File: config.mk
export PLATFORM = sky130hd
export DESIGN_NAME = mbx_unit
export DESIGN_NICKNAME = d
export VERILOG_FILES = /design/src/rtl/mbx_pkg.sv /design/src/rtl/mbx_decode.sv /design/src/rtl/mbx_side.sv /design/src/rtl/mbx_unit.sv
export SDC_FILE = /design/constraint.sdc
export NUM_CORES = 1
export LEC_CHECK = 0
export ABC_CLOCK_PERIOD_IN_PS = 3050
export BUFFER_PORTS_ARGS = -buffer_cell sky130_fd_sc_hd__buf_4
export CAP_MARGIN = 25
export CORE_ASPECT_RATIO = 0.8
export CORE_UTILIZATION = 57
export CTS_CLUSTER_DIAMETER = 60
export CTS_CLUSTER_SIZE = 30
export DETAILED_ROUTE_END_ITERATION = 8
export GPL_TIMING_DRIVEN = 1
export PLACE_DENSITY = 0.76
export SYNTH_ARGS = -nofsm -noshare
export SYNTH_HDL_FRONTEND = slang
export SYNTH_HIERARCHICAL = 1
export SYNTH_SLANG_ARGS = --single-unit
File: constraint.sdc
create_clock -name clk -period 3.05 [get_ports clk]
set_clock_uncertainty 0.2 [all_clocks]
set_input_delay 0.61 -clock clk [delete_from_list [all_inputs] [get_ports clk]]
set_output_delay 0.61 -clock clk [all_outputs]
set_load 0.01 [all_outputs]
File: src/rtl/mbx_pkg.sv
package mbx_pkg;
  parameter int DW    = 32;
  parameter int NCH   = 4;
  parameter int NFLAG = 3;
  parameter int AW    = 6;

  localparam int IdxW = AW - 2;
  localparam int ChW  = $clog2(NCH);

  // word indices (byte address / 4)
  localparam logic [IdxW-1:0] IDX_RX_BASE = IdxW'(NCH);
  localparam logic [IdxW-1:0] IDX_STAT    = IdxW'(2 * NCH);
  localparam logic [IdxW-1:0] IDX_CTRL    = IdxW'(2 * NCH + 1);

  // status word field positions
  localparam int PEND_BIT  = 8;
  localparam int EMPTY_LSB = 20;
  localparam int FULL_LSB  = 24;
  localparam int GIP_LSB   = 28;
  // control word field positions
  localparam int GIR_LSB = 16;
  localparam int TIE_LSB = 20;
  localparam int RIE_LSB = 24;
  localparam int GIE_LSB = 28;

  typedef struct packed {
    logic            hit;
    logic [IdxW-1:0] idx;
    logic [NCH-1:0]  txWr;
    logic [NCH-1:0]  rxRd;
    logic [NCH-1:0]  gipClr;
    logic            ctrlWr;
    logic [DW-1:0]   wdata;
  } sideCmd_t;
endpackage

File: src/rtl/mbx_decode.sv
module mbx_decode
  import mbx_pkg::*;
(
  input  logic          sel,
  input  logic          wr,
  input  logic          rd,
  input  logic [AW-1:0] addr,
  input  logic [DW-1:0] wdata,
  output sideCmd_t      cmd
);
  logic            aligned;
  logic [IdxW-1:0] idx;

  assign aligned = (addr[1:0] == 2'b00);
  assign idx     = addr[AW-1:2];

  always_comb begin
    cmd        = '0;
    cmd.hit    = sel && aligned;
    cmd.idx    = idx;
    cmd.wdata  = wdata;
    cmd.ctrlWr = cmd.hit && wr && (idx == IDX_CTRL);
    for (int n = 0; n < NCH; n++) begin
      cmd.txWr[n]   = cmd.hit && wr && (idx == IdxW'(n));
      cmd.rxRd[n]   = cmd.hit && rd && (idx == IDX_RX_BASE + IdxW'(n));
      cmd.gipClr[n] = cmd.hit && wr && (idx == IDX_STAT) && wdata[GIP_LSB + n];
    end
  end
endmodule

File: src/rtl/mbx_side.sv
module mbx_side
  import mbx_pkg::*;
(
  input  logic                    clk,
  input  logic                    rstN,
  input  sideCmd_t                ownCmd,
  input  logic [NCH-1:0]          peerRxRd,
  input  logic [NCH-1:0]          peerGipClr,
  input  logic [NFLAG-1:0]        peerFlags,
  input  logic [NCH-1:0]          peerGir,
  input  logic [NCH-1:0]          peerOcc,
  input  logic [NCH-1:0][DW-1:0]  peerTx,
  output logic [NCH-1:0][DW-1:0]  txOut,
  output logic [NCH-1:0]          occOut,
  output logic [NFLAG-1:0]        flagsOut,
  output logic [NCH-1:0]          girOut,
  output logic [DW-1:0]           rdata,
  output logic [DW-1:0]           status,
  output logic                    irq
);
  logic [NCH-1:0][DW-1:0] txReg;
  logic [NCH-1:0]         occ;      // word from this side not yet taken by peer
  logic [NFLAG-1:0]       flagsR;
  logic [NCH-1:0]         gir, tie, rie, gie;
  logic [NFLAG-1:0]       view;     // peer's flags as seen here
  logic                   pend;
  logic [DW-1:0]          ctrlWord;

  always_ff @(posedge clk or negedge rstN) begin
    if (!rstN) begin
      txReg  <= '0;
      occ    <= '0;
      flagsR <= '0;
      gir    <= '0;
      tie    <= '0;
      rie    <= '0;
      gie    <= '0;
      view   <= '0;
      pend   <= 1'b0;
    end else begin
      for (int n = 0; n < NCH; n++) begin
        if (ownCmd.txWr[n]) txReg[n] <= ownCmd.wdata;
        if (ownCmd.txWr[n]) occ[n] <= 1'b1;
        else if (peerRxRd[n]) occ[n] <= 1'b0;
        if (peerGipClr[n]) gir[n] <= 1'b0;
        else if (ownCmd.ctrlWr && ownCmd.wdata[GIR_LSB + n]) gir[n] <= 1'b1;
      end
      if (ownCmd.ctrlWr) begin
        flagsR <= ownCmd.wdata[NFLAG-1:0];
        tie    <= ownCmd.wdata[TIE_LSB +: NCH];
        rie    <= ownCmd.wdata[RIE_LSB +: NCH];
        gie    <= ownCmd.wdata[GIE_LSB +: NCH];
      end
      pend <= ownCmd.ctrlWr && (ownCmd.wdata[NFLAG-1:0] != flagsR);
      view <= peerFlags;
    end
  end

  always_comb begin
    status                      = '0;
    status[NFLAG-1:0]           = view;
    status[PEND_BIT]            = pend;
    status[EMPTY_LSB +: NCH]    = ~occ;
    status[FULL_LSB +: NCH]     = peerOcc;
    status[GIP_LSB +: NCH]      = peerGir;

    ctrlWord                    = '0;
    ctrlWord[NFLAG-1:0]         = flagsR;
    ctrlWord[GIR_LSB +: NCH]    = gir;
    ctrlWord[TIE_LSB +: NCH]    = tie;
    ctrlWord[RIE_LSB +: NCH]    = rie;
    ctrlWord[GIE_LSB +: NCH]    = gie;
  end

  always_comb begin
    rdata = '0;
    if (ownCmd.hit) begin
      if (ownCmd.idx < IDX_RX_BASE)       rdata = txReg[ownCmd.idx[ChW-1:0]];
      else if (ownCmd.idx < IDX_STAT)     rdata = peerTx[ownCmd.idx[ChW-1:0]];
      else if (ownCmd.idx == IDX_STAT)    rdata = status;
      else if (ownCmd.idx == IDX_CTRL)    rdata = ctrlWord;
    end
  end

  assign irq      = |(~occ & tie) | |(peerOcc & rie) | |(peerGir & gie);
  assign txOut    = txReg;
  assign occOut   = occ;
  assign flagsOut = flagsR;
  assign girOut   = gir;
endmodule

File: src/rtl/mbx_unit.sv
module mbx_unit
  import mbx_pkg::*;
(
  input  logic          clk,
  input  logic          rstN,
  input  logic          aSel,
  input  logic          aWr,
  input  logic          aRd,
  input  logic [AW-1:0] aAddr,
  input  logic [DW-1:0] aWdata,
  output logic [DW-1:0] aRdata,
  output logic          aIrq,
  input  logic          bSel,
  input  logic          bWr,
  input  logic          bRd,
  input  logic [AW-1:0] bAddr,
  input  logic [DW-1:0] bWdata,
  output logic [DW-1:0] bRdata,
  output logic          bIrq
);
  logic                   busSel  [2];
  logic                   busWr   [2];
  logic                   busRd   [2];
  logic [AW-1:0]          busAddr [2];
  logic [DW-1:0]          busWd   [2];
  sideCmd_t               cmd     [2];
  logic [NCH-1:0][DW-1:0] txV     [2];
  logic [NCH-1:0]         occV    [2];
  logic [NFLAG-1:0]       flagV   [2];
  logic [NCH-1:0]         girV    [2];
  logic [DW-1:0]          rdV     [2];
  logic [DW-1:0]          statV   [2];
  logic                   irqV    [2];
  logic [DW-1:0]          aStatus, bStatus;

  assign busSel[0]  = aSel;   assign busSel[1]  = bSel;
  assign busWr[0]   = aWr;    assign busWr[1]   = bWr;
  assign busRd[0]   = aRd;    assign busRd[1]   = bRd;
  assign busAddr[0] = aAddr;  assign busAddr[1] = bAddr;
  assign busWd[0]   = aWdata; assign busWd[1]   = bWdata;

  for (genvar s = 0; s < 2; s++) begin : g_side
    localparam int P = 1 - s;
    mbx_decode u_dec (
      .sel(busSel[s]), .wr(busWr[s]), .rd(busRd[s]),
      .addr(busAddr[s]), .wdata(busWd[s]), .cmd(cmd[s])
    );
    mbx_side u_side (
      .clk(clk), .rstN(rstN), .ownCmd(cmd[s]),
      .peerRxRd(cmd[P].rxRd), .peerGipClr(cmd[P].gipClr),
      .peerFlags(flagV[P]), .peerGir(girV[P]), .peerOcc(occV[P]),
      .peerTx(txV[P]),
      .txOut(txV[s]), .occOut(occV[s]), .flagsOut(flagV[s]), .girOut(girV[s]),
      .rdata(rdV[s]), .status(statV[s]), .irq(irqV[s])
    );
  end

  assign aRdata  = rdV[0];
  assign bRdata  = rdV[1];
  assign aIrq    = irqV[0];
  assign bIrq    = irqV[1];
  assign aStatus = statV[0];
  assign bStatus = statV[1];
endmodule

# --- Word level (Yosys, flattened, before mapping) ---
# Index checks and enable logic that the tools add are counted.
word_totals:
  ff_bits: 310
  input_bits: 84
classes:
  n_lt_le_gt_ge: 6
  n_eq_ne: 20
  n_mux: 50
  bitwise_logic: 12
  reduce_logical: 70
ops:
  columns: ["op", "n"]
  rows:
  - ["$mux W32", 14]
  - ["$bmux W32 S2", 4]
  - ["$logic_and A1 B1 Y1", 44]
  - ["$eq A4 B3 Y1 const B", 8]
  - ["$mux W1", 32]
  - ["$reduce_bool A2 Y1", 16]
  - ["$and A4 B4 Y4", 6]
  - ["$reduce_or A4 Y1", 6]
  - ["$eq A4 B2 Y1 const B", 4]
  - ["$eq A4 B4 Y1 const B", 4]
  - ["$eq A4 B1 Y1 const B", 2]
  - ["$logic_not A4 Y1", 2]
  - ["$lt A4 B3 Y1 const B", 2]
  - ["$lt A4 B4 Y1 const B", 2]
  - ["$not A4 Y4", 2]
  - ["$lt A2 B3 Y1 const B", 2]
  - ["$ne A3 B3 Y1", 2]
  - ["$logic_not A2 Y1", 2]
  - ["$or A1 B1 Y1", 4]

# --- Logic depth before layout (Yosys ltp) ---
# Gate-level depths: netlist of the first run.
logic_depth:
  depth_word: 7
  depth_mapped: 9
  ltp_nobuf: 4

# --- Cells and area by module ---
# The synthesis of the first run kept the hierarchy.
by_module_without_submodules:
  columns: ["mod", "instances", "cells_per_inst", "area_each_um2"]
  rows:
  - ["mbx_side", 2, 607, 8370.5]
  - ["mbx_decode", 2, 63, 455.4]

# --- Least setup slack after synthesis of the first run ---
# OpenSTA, ideal clock, no wires.
synth_timing:
  kind: "input-to-reg"
  startpoint: "input port aAddr[1]"
  endpoint: "register g_side[0].u_side.txReg, in the netlist g_side[0].u_side/txOut[66]"
  setup_ps: 125
  arrival_ps: 2460
  required_ps: 2725
  slack_ps: 265
  stages: 6
  cell_sequence: "or4b_1 buf_6 nor4b_2 clkbuf_1 clkbuf_1 mux2_2"
synth_rtl:
  columns: ["item", "line", "rtl"]
  rows:
  - ["start: declaration", "mbx_unit.sv:9", "input logic [AW-1:0] aAddr,"]
  - ["end signal: indexed assignment", "mbx_side.sv:42", "if (ownCmd.txWr[n]) txReg[n] <= ownCmd.wdata;"]
  - ["end: declaration", "mbx_side.sv:21", "logic [NCH-1:0][DW-1:0] txReg;"]

# --- Final worst setup path of the first run ---
layout_timing:
  startpoint: "input port bAddr[3]"
  endpoint: "output port bRdata[19]"
layout_via:
  elab_chain_len: 6
  elab_cells_between_ends: 13
  cone_classes: "2 x order compare; 2 x eq/ne; 9 x mux"
layout_lines:
  columns: ["item", "line", "rtl"]
  rows:
  - ["start: declaration", "mbx_unit.sv:16", "input logic [AW-1:0] bAddr,"]
  - ["$eq A4 B4 Y1", "mbx_side.sv:81", "else if (ownCmd.idx == IDX_CTRL) rdata = ctrlWord;"]
  - ["$mux W32", "mbx_side.sv:81", null]
  - ["$mux W32", "mbx_side.sv:80", "else if (ownCmd.idx == IDX_STAT) rdata = status;"]
  - ["$mux W32", "mbx_side.sv:79", "else if (ownCmd.idx < IDX_STAT) rdata = peerTx[ownCmd.idx[ChW-1:0]];"]
  - ["$mux W32 *", "mbx_side.sv:78", "if (ownCmd.idx < IDX_RX_BASE) rdata = txReg[ownCmd.idx[ChW-1:0]];"]
  - ["$mux W32 *", "mbx_side.sv:77", "if (ownCmd.hit) begin"]
  - ["end: declaration", "mbx_unit.sv:18", "output logic [DW-1:0] bRdata,"]
# Mark *: on every way between the ends. The rest lies on a longest branch, timed or not. The select of a mux whose other input is x is not followed.

==> impl_metrics.prom, run 1 <==
# TYPE chip_impl_metric gauge
chip_impl_metric{name="antenna_found_initial",unit=""} 0
chip_impl_metric{name="finalHoldViolCount",unit=""} 0
chip_impl_metric{name="x_dimension_of_the_die",unit="µm"} 197
chip_impl_metric{name="timing.final.setup_violations",unit=""} 0
chip_impl_metric{name="final.setup.tns",unit="ps"} 0
chip_impl_metric{name="drv.max_cap_violation_count",unit=""} 0
chip_impl_metric{name="vias_per_cell",unit=""} 6.56
chip_impl_metric{name="detail_route.iter0.violations",unit=""} 1176
chip_impl_metric{name="layout_min_cycle_time",unit="ps"} 3000
chip_impl_metric{name="ctsHtreeMaxLevel",unit=""} 1
chip_impl_metric{name="crit_path_max_fanout",unit=""} 25
chip_impl_metric{name="p_switching",unit="µW"} 2810
chip_impl_info{name="worstSetupPathType",value="input pin to output port"} 1
chip_impl_info{name="outcome",value="finished, final reports clean"} 1
chip_impl_metric{name="synth-warning-count",unit=""} 6
chip_impl_metric{name="final_net_count",unit=""} 1460
chip_impl_metric{name="multi_input_area",unit="µm²"} 8420
chip_impl_metric{name="firstDrtPassIters",unit=""} 5
chip_impl_metric{name="worstPathRequired",unit="ps"} 2240
chip_impl_metric{name="critical-path-max-stage-delay",unit="ps"} 460
chip_impl_metric{name="area.growth.synth_to_final",unit="%"} 14.0
chip_impl_metric{name="timing.slew.headroom",unit="%"} 59.6
chip_impl_metric{name="core",unit="µm²"} 29600
chip_impl_metric{name="syn_nets",unit=""} 1372
chip_impl_metric{name="power.clock.fraction",unit="%"} 37.0
chip_impl_metric{name="peak_supply_drop",unit="µV"} 354
chip_impl_info{name="worst_r2r_startpoint",value="g_side[0].u_side/flagsOut[1]"} 1
chip_impl_info{name="crit_path_start_kind",value="input pin"} 1
chip_impl_metric{name="design_area",unit="µm²"} 19700
chip_impl_info{name="crit_chain",value="buf_4 > buf_4 > mux2i_1 > o31ai_1 > o31a_1 > buf_4"} 1
chip_impl_metric{name="share_comb_of_total_power",unit="%"} 14.9
chip_impl_metric{name="postPlaceCellArea",unit="µm²"} 18700
chip_impl_metric{name="grt-ovfl-total",unit=""} 0
chip_impl_metric{name="total_clock_buffers_created_by_cts",unit=""} 26
chip_impl_metric{name="place.port_buffers",unit=""} 149
chip_impl_metric{name="total_power",unit="µW"} 9860
chip_impl_metric{name="p_int",unit="µW"} 7050
chip_impl_metric{name="grt_pass1_wl",unit="µm"} 73600
chip_impl_metric{name="number_of_pins_exceeding_their_max_slew_limit_in_the_final_report",unit=""} 0
chip_impl_metric{name="rows",unit=""} 56
chip_impl_metric{name="routabilityCongestion",unit=""} 0.940
chip_impl_metric{name="rr_worst_depth",unit=""} 2
chip_impl_metric{name="io_pins",unit=""} 150
chip_impl_metric{name="syn_area_cell",unit="µm²"} 13.4
chip_impl_info{name="cp-endpoint",value="bRdata[19]"} 1
chip_impl_metric{name="post_drt_wl_per_cell",unit="µm"} 26.5
chip_impl_metric{name="vias_in_the_first_global_route",unit=""} 12347
chip_impl_metric{name="static_leakage",unit="µW"} 0.00927
chip_impl_metric{name="total_number_of_clock_tree_sinks",unit=""} 310
chip_impl_metric{name="setup_slack",unit="ps"} 52.9
chip_impl_metric{name="final_cycle_utilization_of_the_critical_path",unit="%"} 98.3
chip_impl_info{name="root_buf_cell",value="clkbuf_16"} 1
chip_impl_metric{name="place_hpwl",unit="µm"} 32600
chip_impl_metric{name="drc",unit=""} 0
chip_impl_metric{name="starting_utilization_of_the_core_area",unit="%"} 58.4
chip_impl_metric{name="ant_nets",unit=""} 0
chip_impl_metric{name="grt.total_usage",unit="%"} 31.7
chip_impl_metric{name="drt_wl_total",unit="µm"} 47800
chip_impl_metric{name="mappedNetlistArea",unit="µm²"} 17300
chip_impl_metric{name="routed-via-count",unit=""} 11829
chip_impl_metric{name="syn_inst",unit=""} 1288
chip_impl_metric{name="clkTransAtPathRegs",unit="ps"} 90
chip_impl_info{name="cpMaxStageDelayCell",value="o31ai_1"} 1
chip_impl_info{name="worst_setup_path_end_kind",value="output port"} 1
chip_impl_metric{name="worst-endpoint-arrival",unit="ps"} 2190
chip_impl_metric{name="layout.filler_cells",unit=""} 2197
chip_impl_metric{name="power_density",unit="nW/µm²"} 501
chip_impl_info{name="min-delay-path-class",value="input pin to flop"} 1
chip_impl_metric{name="antennaDiodeCount",unit=""} 0
chip_impl_metric{name="worstSkewPairLatency",unit="ps"} 570
chip_impl_metric{name="floorplan_die_area",unit="µm²"} 31000
chip_impl_info{name="rsz0062_at_grt",value="false"} 1
chip_impl_metric{name="netSwitchingFraction",unit="%"} 28.5
chip_impl_metric{name="sequential_share_of_power",unit="%"} 48.1
chip_impl_metric{name="timing_worst_slew_pin_value",unit="ps"} 600
chip_impl_metric{name="clock_tree.buffer_depth",unit=""} 3
chip_impl_metric{name="grt_max_degree",unit=""} 72
chip_impl_info{name="critPathLaunch",value="bAddr[3]"} 1
chip_impl_metric{name="preCtsSetupSlack",unit="ps"} 32.2
chip_impl_metric{name="postCtsSetupRepairBufs",unit=""} 0
chip_impl_metric{name="clock.fmax",unit="MHz"} 334
chip_impl_info{name="cts_tree",value="yes"} 1
chip_impl_metric{name="area.sequential",unit="µm²"} 7760
chip_impl_info{name="critical_path.most_common_cell",value="buf_4"} 1
chip_impl_metric{name="die-height",unit="µm"} 158
chip_impl_metric{name="hold-path-cell-count",unit=""} 2
chip_impl_metric{name="slack_of_the_worst_reg_to_reg_path",unit="ps"} 1800
chip_impl_metric{name="drive_above_1_share",unit="%"} 48.9
chip_impl_info{name="r2r_end",value="g_side[0].u_side/pend"} 1
==> worst min-delay path by stage <==
| stage | slack (ps) | startpoint | endpoint |
|---|---|---|---|
| global placement | 230 | g_side[0].u_side/flagsOut[0] | g_side[1].u_side/view[0] |
| floorplan | 110 | rstN | g_side[0].u_side/flagsOut[0] |
| global route | 90 | aWdata[8] | g_side[0].u_side/txOut[40] |
| finish | 100 | aWdata[8] | g_side[0].u_side/txOut[8] |
| detailed placement | 240 | g_side[1].u_side/flagsOut[2] | g_side[0].u_side/view[2] |
| CTS | 80 | aWdata[8] | g_side[0].u_side/txOut[8] |
==> placed cells by master (no fill, tap or decap), drive strengths merged, types with 6 or more instances in the layout <==
master / instances
a21oi: 14
buf: 225
o22ai: 26
o21ai: 34
o211a: 6
xor2: 6
o21bai: 8
nor2: 80
inv: 40
nor4: 10
nand2: 48
clkbuf: 29
a221oi: 6
mux2i: 62
o31ai: 8
mux2: 282
o22a: 6
o31a: 10
dfrtp: 310
nor3: 14
clkinv: 6
nor2b: 12
mux4: 118
==> per-stage QoR <==
stage | hold slack, ps | instances | utilization (%)
after global routing | 85.9 | 1802 | 66.6
after detailed placement | 244 | 1753 | 63.4
after global placement | 234 | 1753 | 63.4
final | 98.5 | 1802 | 66.6
after floorplan | 114 | 1288 | -
after CTS | 77.8 | 1802 | 66.6
==> power groups by stage <==
stage                     sequential, µW  combinational [µW]  clock (µW)
after floorplan                     4700                1030           0
after global placement              4780                1420           0
after detailed placement            4810                1450           0
after CTS                           4730                1460        3710
after global routing                4780                1570        3870
final                               4740                1470        3650
==> worst max-delay path: cells and delay by family <==
family,cells,cell delay (ps)
AOI/OAI and AO/OA,2,650
buffers and inverters,3,780
muxes,1,120
==> registers in the layout, indices dropped and copies added (netlist names) <==
name                    cells
g_side.u_side/occOut        8
g_side.u_side/txOut       256
g_side.u_side/pend          2
g_side.u_side/gie           8
g_side.u_side/flagsOut      6
g_side.u_side/view          6
g_side.u_side/tie           8
g_side.u_side/girOut        8
g_side.u_side/rie           8
==> timing repair <==
item | in CTS | in global routing
endpoints found under the hold margin | 63 | 0
hold buffers | 1 | 0
resized for setup | 0 | 2
setup endpoints to repair | 0 | 8
==> layout make-up <==
| class | instances | share of cell area [%] |
|---|---|---|
| Multi-Input combinational cell | 784 | 42.7 |
| Sequential cell | 310 | 39.4 |
| Timing Repair Buffer | 226 | 9.97 |
| Clock buffer | 29 | 3.57 |
| Tap cell | 406 | 2.58 |
| Clock inverter | 19 | 1.21 |
| Inverter | 28 | 0.534 |
==> layer usage <==
layer | GRT usage, % | share of wire (%) | vias up
met1 | 45.6 | 43 | 6259
met2 | 48.8 | 46 | 556
met5 | 0 | 0 | -
met3 | 6.58 | 8.9 | 97
met4 | 9.78 | 2.5 | 0
li1 | - | - | 4917
(Power assumes the default switching activity.)
==> inputs of run 2 (changes only) <==
--- a/config.mk
+++ b/config.mk
@@ -5,6 +5,7 @@
 export SDC_FILE = /design/constraint.sdc
 export NUM_CORES = 1
 export LEC_CHECK = 0
+export ABC_AREA = 1
 export ABC_CLOCK_PERIOD_IN_PS = 3050
 export BUFFER_PORTS_ARGS = -buffer_cell sky130_fd_sc_hd__buf_4
 export CAP_MARGIN = 25
@@ -14,7 +15,7 @@
 export CTS_CLUSTER_SIZE = 30
 export DETAILED_ROUTE_END_ITERATION = 8
 export GPL_TIMING_DRIVEN = 1
-export PLACE_DENSITY = 0.76
+export PLACE_DENSITY = 0.75
 export SYNTH_ARGS = -nofsm -noshare
 export SYNTH_HDL_FRONTEND = slang
 export SYNTH_HIERARCHICAL = 1
==> impl_metrics.prom, run 2 <==
# TYPE chip_impl_metric gauge
chip_impl_metric{name="drv.max_cap_violation_count",unit=""} 0
chip_impl_metric{name="final_net_count",unit=""} 3090
chip_impl_metric{name="total_clock_buffers_created_by_cts",unit=""} 24
chip_impl_metric{name="place_hpwl",unit="µm"} 46900
chip_impl_metric{name="routabilityCongestion",unit=""} 0.975
chip_impl_metric{name="preCtsSetupSlack",unit="ps"} 142
chip_impl_metric{name="number_of_pins_exceeding_their_max_slew_limit_in_the_final_report",unit=""} 0
chip_impl_metric{name="routed-via-count",unit=""} 19280
chip_impl_metric{name="setup_slack",unit="ps"} 78.6
chip_impl_metric{name="starting_utilization_of_the_core_area",unit="%"} 58.5
chip_impl_info{name="cpMaxStageDelayCell",value="nor2_1"} 1
chip_impl_metric{name="post_drt_wl_per_cell",unit="µm"} 19.2
chip_impl_metric{name="area.growth.synth_to_final",unit="%"} 11.9
chip_impl_metric{name="design_area",unit="µm²"} 21500
chip_impl_info{name="outcome",value="finished, final reports clean"} 1
chip_impl_info{name="worst_setup_path_end_kind",value="output port"} 1
chip_impl_metric{name="mappedNetlistArea",unit="µm²"} 19200
chip_impl_metric{name="drc",unit=""} 0
chip_impl_metric{name="timing.slew.headroom",unit="%"} 51.1
chip_impl_metric{name="drive_above_1_share",unit="%"} 12.0
chip_impl_metric{name="cp_num_buf_inv",unit=""} 5
chip_impl_metric{name="timing.final.setup_violations",unit=""} 0
chip_impl_metric{name="largest_reg_flops",unit=""} 256
chip_impl_info{name="min-delay-path-class",value="input pin to flop"} 1
chip_impl_metric{name="final_cycle_utilization_of_the_critical_path",unit="%"} 97.4
chip_impl_metric{name="drt_wl_total",unit="µm"} 66300
chip_impl_info{name="cts_tree",value="yes"} 1
chip_impl_info{name="rsz0062_at_grt",value="false"} 1
chip_impl_metric{name="syn_inst",unit=""} 2968
chip_impl_metric{name="final.setup.tns",unit="ps"} 0
chip_impl_metric{name="vias_per_cell",unit=""} 5.59
chip_impl_metric{name="layout.filler_cells",unit=""} 2994
chip_impl_metric{name="p_int",unit="µW"} 6900
chip_impl_metric{name="sequential_share_of_power",unit="%"} 46.6
chip_impl_metric{name="syn_area_cell",unit="µm²"} 6.48
chip_impl_metric{name="clkTransAtPathRegs",unit="ps"} 90
chip_impl_metric{name="area.sequential",unit="µm²"} 7760
chip_impl_metric{name="layout_min_cycle_time",unit="ps"} 2970
chip_impl_metric{name="die-height",unit="µm"} 166
chip_impl_info{name="layout.cells.most_common",value="nand2_1"} 1
chip_impl_metric{name="worstPathRequired",unit="ps"} 2240
chip_impl_metric{name="peak_supply_drop",unit="µV"} 381
chip_impl_metric{name="detail_route.iter0.violations",unit=""} 2533
chip_impl_metric{name="worst-endpoint-arrival",unit="ps"} 2160
chip_impl_metric{name="clock.fmax",unit="MHz"} 337
chip_impl_metric{name="core",unit="µm²"} 32900
chip_impl_metric{name="firstDrtPassIters",unit=""} 7
chip_impl_info{name="critical-path-top-delay-family",value="buffers and inverters"} 1
chip_impl_metric{name="netSwitchingFraction",unit="%"} 34.2
chip_impl_metric{name="power_density",unit="nW/µm²"} 487
chip_impl_metric{name="crit_path_max_fanout",unit=""} 9
chip_impl_metric{name="postPlaceCellArea",unit="µm²"} 20600
chip_impl_metric{name="floorplan_die_area",unit="µm²"} 34500
chip_impl_metric{name="finalHoldViolCount",unit=""} 0
chip_impl_metric{name="synth-warning-count",unit=""} 6
chip_impl_metric{name="share_comb_of_total_power",unit="%"} 19.3
chip_impl_info{name="commonest_non_fill_non_tap_cells_in_the_layout",value="1406 x nand2_1, 310 x dfrtp_1, 258 x inv_1"} 1
chip_impl_metric{name="grt-ovfl-total",unit=""} 0
chip_impl_metric{name="clock_tree.buffer_depth",unit=""} 3
chip_impl_metric{name="antenna_found_initial",unit=""} 1
chip_impl_metric{name="grt.total_usage",unit="%"} 38.5
chip_impl_metric{name="critical-path-max-stage-delay",unit="ps"} 280
chip_impl_metric{name="cts-resized-gates",unit=""} 0
chip_impl_info{name="root_buf_cell",value="clkbuf_16"} 1
chip_impl_info{name="crit_path_start_kind",value="input pin"} 1
chip_impl_metric{name="static_leakage",unit="µW"} 0.0117
chip_impl_metric{name="x_dimension_of_the_die",unit="µm"} 207
chip_impl_metric{name="vias_in_the_first_global_route",unit=""} 17915
chip_impl_metric{name="worstSkewPairLatency",unit="ps"} 580
chip_impl_metric{name="power.clock.fraction",unit="%"} 34.2
chip_impl_metric{name="ctsHtreeMaxLevel",unit=""} 1
chip_impl_info{name="crit_chain",value="buf_4 > inv_2 > buf_4 > nand2_1 > nand3_1 > nand2_1 > nand2_1 > nand2_1 > nor2_1 > buf_4 > buf_4"} 1
chip_impl_metric{name="ant_nets",unit=""} 0
chip_impl_metric{name="io_pins",unit=""} 150
chip_impl_metric{name="grt_pass1_wl",unit="µm"} 103000
chip_impl_metric{name="hold_ws",unit="ps"} 75.3
chip_impl_metric{name="multi_input_area",unit="µm²"} 9070
chip_impl_metric{name="rows",unit=""} 59
chip_impl_info{name="worstSetupPathType",value="input pin to output port"} 1
chip_impl_metric{name="total_number_of_clock_tree_sinks",unit=""} 310
chip_impl_metric{name="p_switching",unit="µW"} 3580
chip_impl_metric{name="postCtsSetupRepairBufs",unit=""} 0
chip_impl_metric{name="place.port_buffers",unit=""} 149
chip_impl_metric{name="grt_max_degree",unit=""} 78
chip_impl_metric{name="post_route_utilization",unit="%"} 65.5
chip_impl_metric{name="syn_nets",unit=""} 3052
chip_impl_metric{name="timing_worst_slew_pin_value",unit="ps"} 733
## run 2: power groups by stage
| stage | logic [µW] | registers [µW] | clock network (µW) |
|---|---|---|---|
| 2_1_floorplan | 1300 | 4820 | 0 |
| 3_3_place_gp | 1930 | 4920 | 0 |
| 3_5_place_dp | 1970 | 4930 | 0 |
| 4_1_cts | 1980 | 4860 | 3610 |
| 5_1_grt | 2250 | 4920 | 3780 |
| 6_report | 2020 | 4880 | 3580 |
## run 2: tightest hold or removal path, stage by stage
cell     delay [ps]
buf_4           100
nand2_1          50
nand2_1          50
## run 2: layer usage
metal	wire length [µm]	vias up	part of all wire (%)	GRT usage (%)
met5	0	-	0	0
met2	28000	1165	42	55.4
met4	1610	0	2.4	10.1
li1	-	9037	-	-
met3	8290	117	12	9.21
met1	28400	8961	43	57.7
## run 2: final timing paths
path / from / to / slack, ps / depth (start not counted)
worst max-delay path: aAddr[2] / aRdata[19] / 80 / 11
worst min-delay path: aWdata[11] / g_side[0].u_side/txOut[107] / 80 / 3
worst max register to register: g_side[1].u_side/flagsOut[1] / g_side[1].u_side/pend / 1800 / 4
worst min register to register: g_side[0].u_side/txOut[36] / g_side[0].u_side/txOut[36] / 300 / 2
max in group asynchronous: rstN / g_side[1].u_side/txOut[114] / 1360 / 3
min in group asynchronous: rstN / g_side[0].u_side/txOut[59] / 410 / 2
## run 2: through the flow
| step | std cells | power, µW |
|---|---|---|
| after floorplan | 2968 | 6120 |
| after global placement | 3406 | 6840 |
| after detailed placement | 3406 | 6900 |
| after CTS | 3451 | 10400 |
| after global routing | 3452 | 10900 |
| final | 3452 | 10500 |
## run 2: layout make-up
type,instances,share of cell area [%]
antenna,1,0.0116
clock buffer,25,2.91
clock inverter,19,1.22
inverter,270,4.74
multi-input combinational,2150,42.2
sequential,310,36.1
tap,427,2.48
timing repair buffer,250,10.4
## run 2: timing repair
item                       4_1_cts  5_1_grt
hold endpoints to repair        70        0
setup endpoints to repair        0        0
hold buffers                     1        0
==> inputs of run 3 (changes only) <==
--- a/config.mk
+++ b/config.mk
@@ -7,15 +7,15 @@
 export LEC_CHECK = 0
 export ABC_AREA = 1
 export ABC_CLOCK_PERIOD_IN_PS = 3050
-export BUFFER_PORTS_ARGS = -buffer_cell sky130_fd_sc_hd__buf_4
 export CAP_MARGIN = 25
 export CORE_ASPECT_RATIO = 0.8
 export CORE_UTILIZATION = 57
 export CTS_CLUSTER_DIAMETER = 60
 export CTS_CLUSTER_SIZE = 30
 export DETAILED_ROUTE_END_ITERATION = 8
+export DONT_BUFFER_PORTS = 1
 export GPL_TIMING_DRIVEN = 1
-export PLACE_DENSITY = 0.75
+export PLACE_DENSITY = 0.71
 export SYNTH_ARGS = -nofsm -noshare
 export SYNTH_HDL_FRONTEND = slang
 export SYNTH_HIERARCHICAL = 1
==> impl_metrics.prom, run 3 (synthesized netlist as in run 2, its figures left out) <==
# TYPE chip_impl_metric gauge
chip_impl_metric{name="worstPathRequired",unit="ps"} 2240
chip_impl_metric{name="clock.fmax",unit="MHz"} 344
chip_impl_metric{name="ant_nets",unit=""} 0
chip_impl_info{name="worstSetupPathType",value="input pin to output port"} 1
chip_impl_info{name="layout.cells.most_common",value="nand2_1"} 1
chip_impl_metric{name="final.setup.tns",unit="ps"} 0
chip_impl_metric{name="antenna_found_initial",unit=""} 1
chip_impl_metric{name="peak_supply_drop",unit="µV"} 325
chip_impl_info{name="critPathLaunch",value="bAddr[2]"} 1
chip_impl_metric{name="clkTransAtPathRegs",unit="ps"} 90
chip_impl_metric{name="total_number_of_clock_tree_sinks",unit=""} 310
chip_impl_info{name="crit_path_start_kind",value="input pin"} 1
chip_impl_metric{name="firstDrtPassIters",unit=""} 6
chip_impl_metric{name="finalHoldViolCount",unit=""} 310
chip_impl_info{name="outcome",value="finished, violations left"} 1
chip_impl_metric{name="die-height",unit="µm"} 166
chip_impl_metric{name="timing.final.setup_violations",unit=""} 0
chip_impl_info{name="cpMaxStageDelayCell",value="buf_4"} 1
chip_impl_metric{name="placed_insts",unit=""} 3225
chip_impl_metric{name="crit_path_max_fanout",unit=""} 124
chip_impl_metric{name="clock_tree.buffer_depth",unit=""} 3
chip_impl_metric{name="drive_above_1_share",unit="%"} 6.52
chip_impl_metric{name="grt_pass1_wl",unit="µm"} 100000
chip_impl_info{name="crit_chain",value="inv_2 > buf_4 > nand2_1 > nand3_1 > nand2_1 > nand2_1 > nand2_1 > nor2_1 > buf_4"} 1
chip_impl_metric{name="ctsHtreeMaxLevel",unit=""} 1
chip_impl_metric{name="routed-via-count",unit=""} 18747
chip_impl_metric{name="place_hpwl",unit="µm"} 41400
chip_impl_info{name="worst_r2r_startpoint",value="g_side[0].u_side/flagsOut[1]"} 1
chip_impl_metric{name="io_pins",unit=""} 150
chip_impl_metric{name="slack_of_the_worst_reg_to_reg_path",unit="ps"} 1840
chip_impl_metric{name="largest_reg_flops",unit=""} 256
chip_impl_metric{name="grt.total_usage",unit="%"} 37.3
chip_impl_metric{name="rr_worst_depth",unit=""} 4
chip_impl_metric{name="grt_max_degree",unit=""} 311
chip_impl_metric{name="worst-endpoint-arrival",unit="ps"} 2090
chip_impl_metric{name="area.growth.synth_to_final",unit="%"} 7.00
chip_impl_metric{name="cts.hold.buffers_added",unit=""} 64
chip_impl_metric{name="timing_worst_slew_pin_value",unit="ps"} 921
chip_impl_info{name="worst_setup_path_end_kind",value="output port"} 1
chip_impl_metric{name="core",unit="µm²"} 32900
chip_impl_info{name="rsz0062_at_grt",value="false"} 1
chip_impl_metric{name="hold_ws",unit="ps"} -499
chip_impl_metric{name="stdcell_count",unit=""} 3343
chip_impl_info{name="cts_tree",value="yes"} 1
chip_impl_info{name="r2r_end",value="g_side[0].u_side/pend"} 1
chip_impl_info{name="root_buf_cell",value="clkbuf_16"} 1
chip_impl_metric{name="final_net_count",unit=""} 2977
chip_impl_info{name="min-delay-path-class",value="input pin to asynchronous set/reset pin"} 1
chip_impl_metric{name="routabilityCongestion",unit=""} 0.951
chip_impl_metric{name="starting_utilization_of_the_core_area",unit="%"} 58.5
chip_impl_metric{name="static_leakage",unit="µW"} 0.0110
chip_impl_metric{name="grt-ovfl-total",unit=""} 0
chip_impl_info{name="cp-endpoint",value="bRdata[2]"} 1
chip_impl_metric{name="final_cycle_utilization_of_the_critical_path",unit="%"} 95.2
chip_impl_metric{name="place.port_buffers",unit=""} 0
chip_impl_info{name="critical_path.most_common_cell",value="nand2_1"} 1
chip_impl_metric{name="post_drt_wl_per_cell",unit="µm"} 19.3
chip_impl_metric{name="detail_route.iter0.violations",unit=""} 2375
chip_impl_metric{name="vias_per_cell",unit=""} 5.61
chip_impl_metric{name="critical-path-max-stage-delay",unit="ps"} 380
chip_impl_metric{name="postCtsSetupRepairBufs",unit=""} 0
chip_impl_metric{name="drt_wl_total",unit="µm"} 64700
chip_impl_metric{name="floorplan_die_area",unit="µm²"} 34500
chip_impl_metric{name="timing.slew.headroom",unit="%"} 38.5
chip_impl_metric{name="x_dimension_of_the_die",unit="µm"} 207
chip_impl_metric{name="worstSkewPairLatency",unit="ps"} 590
chip_impl_info{name="violations_in_the_final_reports",value="hold timing"} 1
chip_impl_metric{name="drc",unit=""} 0
chip_impl_metric{name="number_of_pins_exceeding_their_max_slew_limit_in_the_final_report",unit=""} 0
chip_impl_metric{name="layout_min_cycle_time",unit="ps"} 2900
chip_impl_metric{name="total_clock_buffers_created_by_cts",unit=""} 29
chip_impl_metric{name="power_density",unit="nW/µm²"} 499
chip_impl_metric{name="rows",unit=""} 59
chip_impl_metric{name="drv.max_cap_violation_count",unit=""} 0
chip_impl_metric{name="cts-resized-gates",unit=""} 0
chip_impl_metric{name="vias_in_the_first_global_route",unit=""} 17160
chip_impl_info{name="commonest_non_fill_non_tap_cells_in_the_layout",value="1406 x nand2_1, 310 x dfrtp_1, 258 x inv_1"} 1
==> run 3: changes by cell type in the layout (fill, tap and decap cells not counted), sizes merged <==
cell / previous run / this run
diode: 1 / 3
clkinvlp: 1 / 4
clkbuf: 25 / 32
dlygate4sd3: 1 / 64
inv: 282 / 279
buf: 249 / 68
==> run 3: worst min path at each step <==
stage | end | slack, ps
final | g_side[0].u_side/txOut[118] | -500
after detailed placement | g_side[0].u_side/txOut[27] | 120
after CTS | g_side[0].u_side/txOut[89] | -500
after global routing | g_side[0].u_side/txOut[118] | -510
after floorplan | g_side[0].u_side/flagsOut[0] | 110
after global placement | g_side[0].u_side/txOut[59] | 120
==> run 3: critical path, delay by kind of cell <==
family	cells	cell delay (ps)
buffers and inverters	3	740
and+or+nand+nor	6	630
==> run 3: cell type report <==
type,instances,area [µm²]
fillers,3060,12300
multi-input cells,2150,9070
flip-flops and latches,310,7760
repair buffers,132,1230
inverters,270,1020
clock buffers,32,767
well taps,427,534
clock inverters,19,191
diodes,3,7.51
==> run 3: power breakdown <==
part | switching, µW | internal [µW] | leakage (µW) | total, µW
clock | 1860 | 1900 | 0.000463 | 3760
sequential | 321 | 4540 | 0.00364 | 4860
combinational | 1070 | 588 | 0.00693 | 1660
==> run 3: per-layer routing <==
layer	global-route usage, %	vias to the layer above	wire length, µm
met5	0	-	0
met4	13.1	0	2160
met3	10.6	142	8980
met2	51.7	1189	26500
met1	55.2	8611	27000
li1	-	8805	-
==> run 3: metrics by stage <==
stage | setup WS, ps | util, % | power (µW) | hold slack [ps] | area, µm²
after floorplan | 626 | - | 6120 | 114 | 19200
after global placement | 314 | 57.7 | 6350 | 121 | 19000
after detailed placement | 283 | 57.7 | 6400 | 122 | 19000
after CTS | 280 | 62.6 | 10200 | -500 | 20600
after global routing | 166 | 62.6 | 10700 | -507 | 20600
final | 146 | 62.6 | 10300 | -499 | 20600
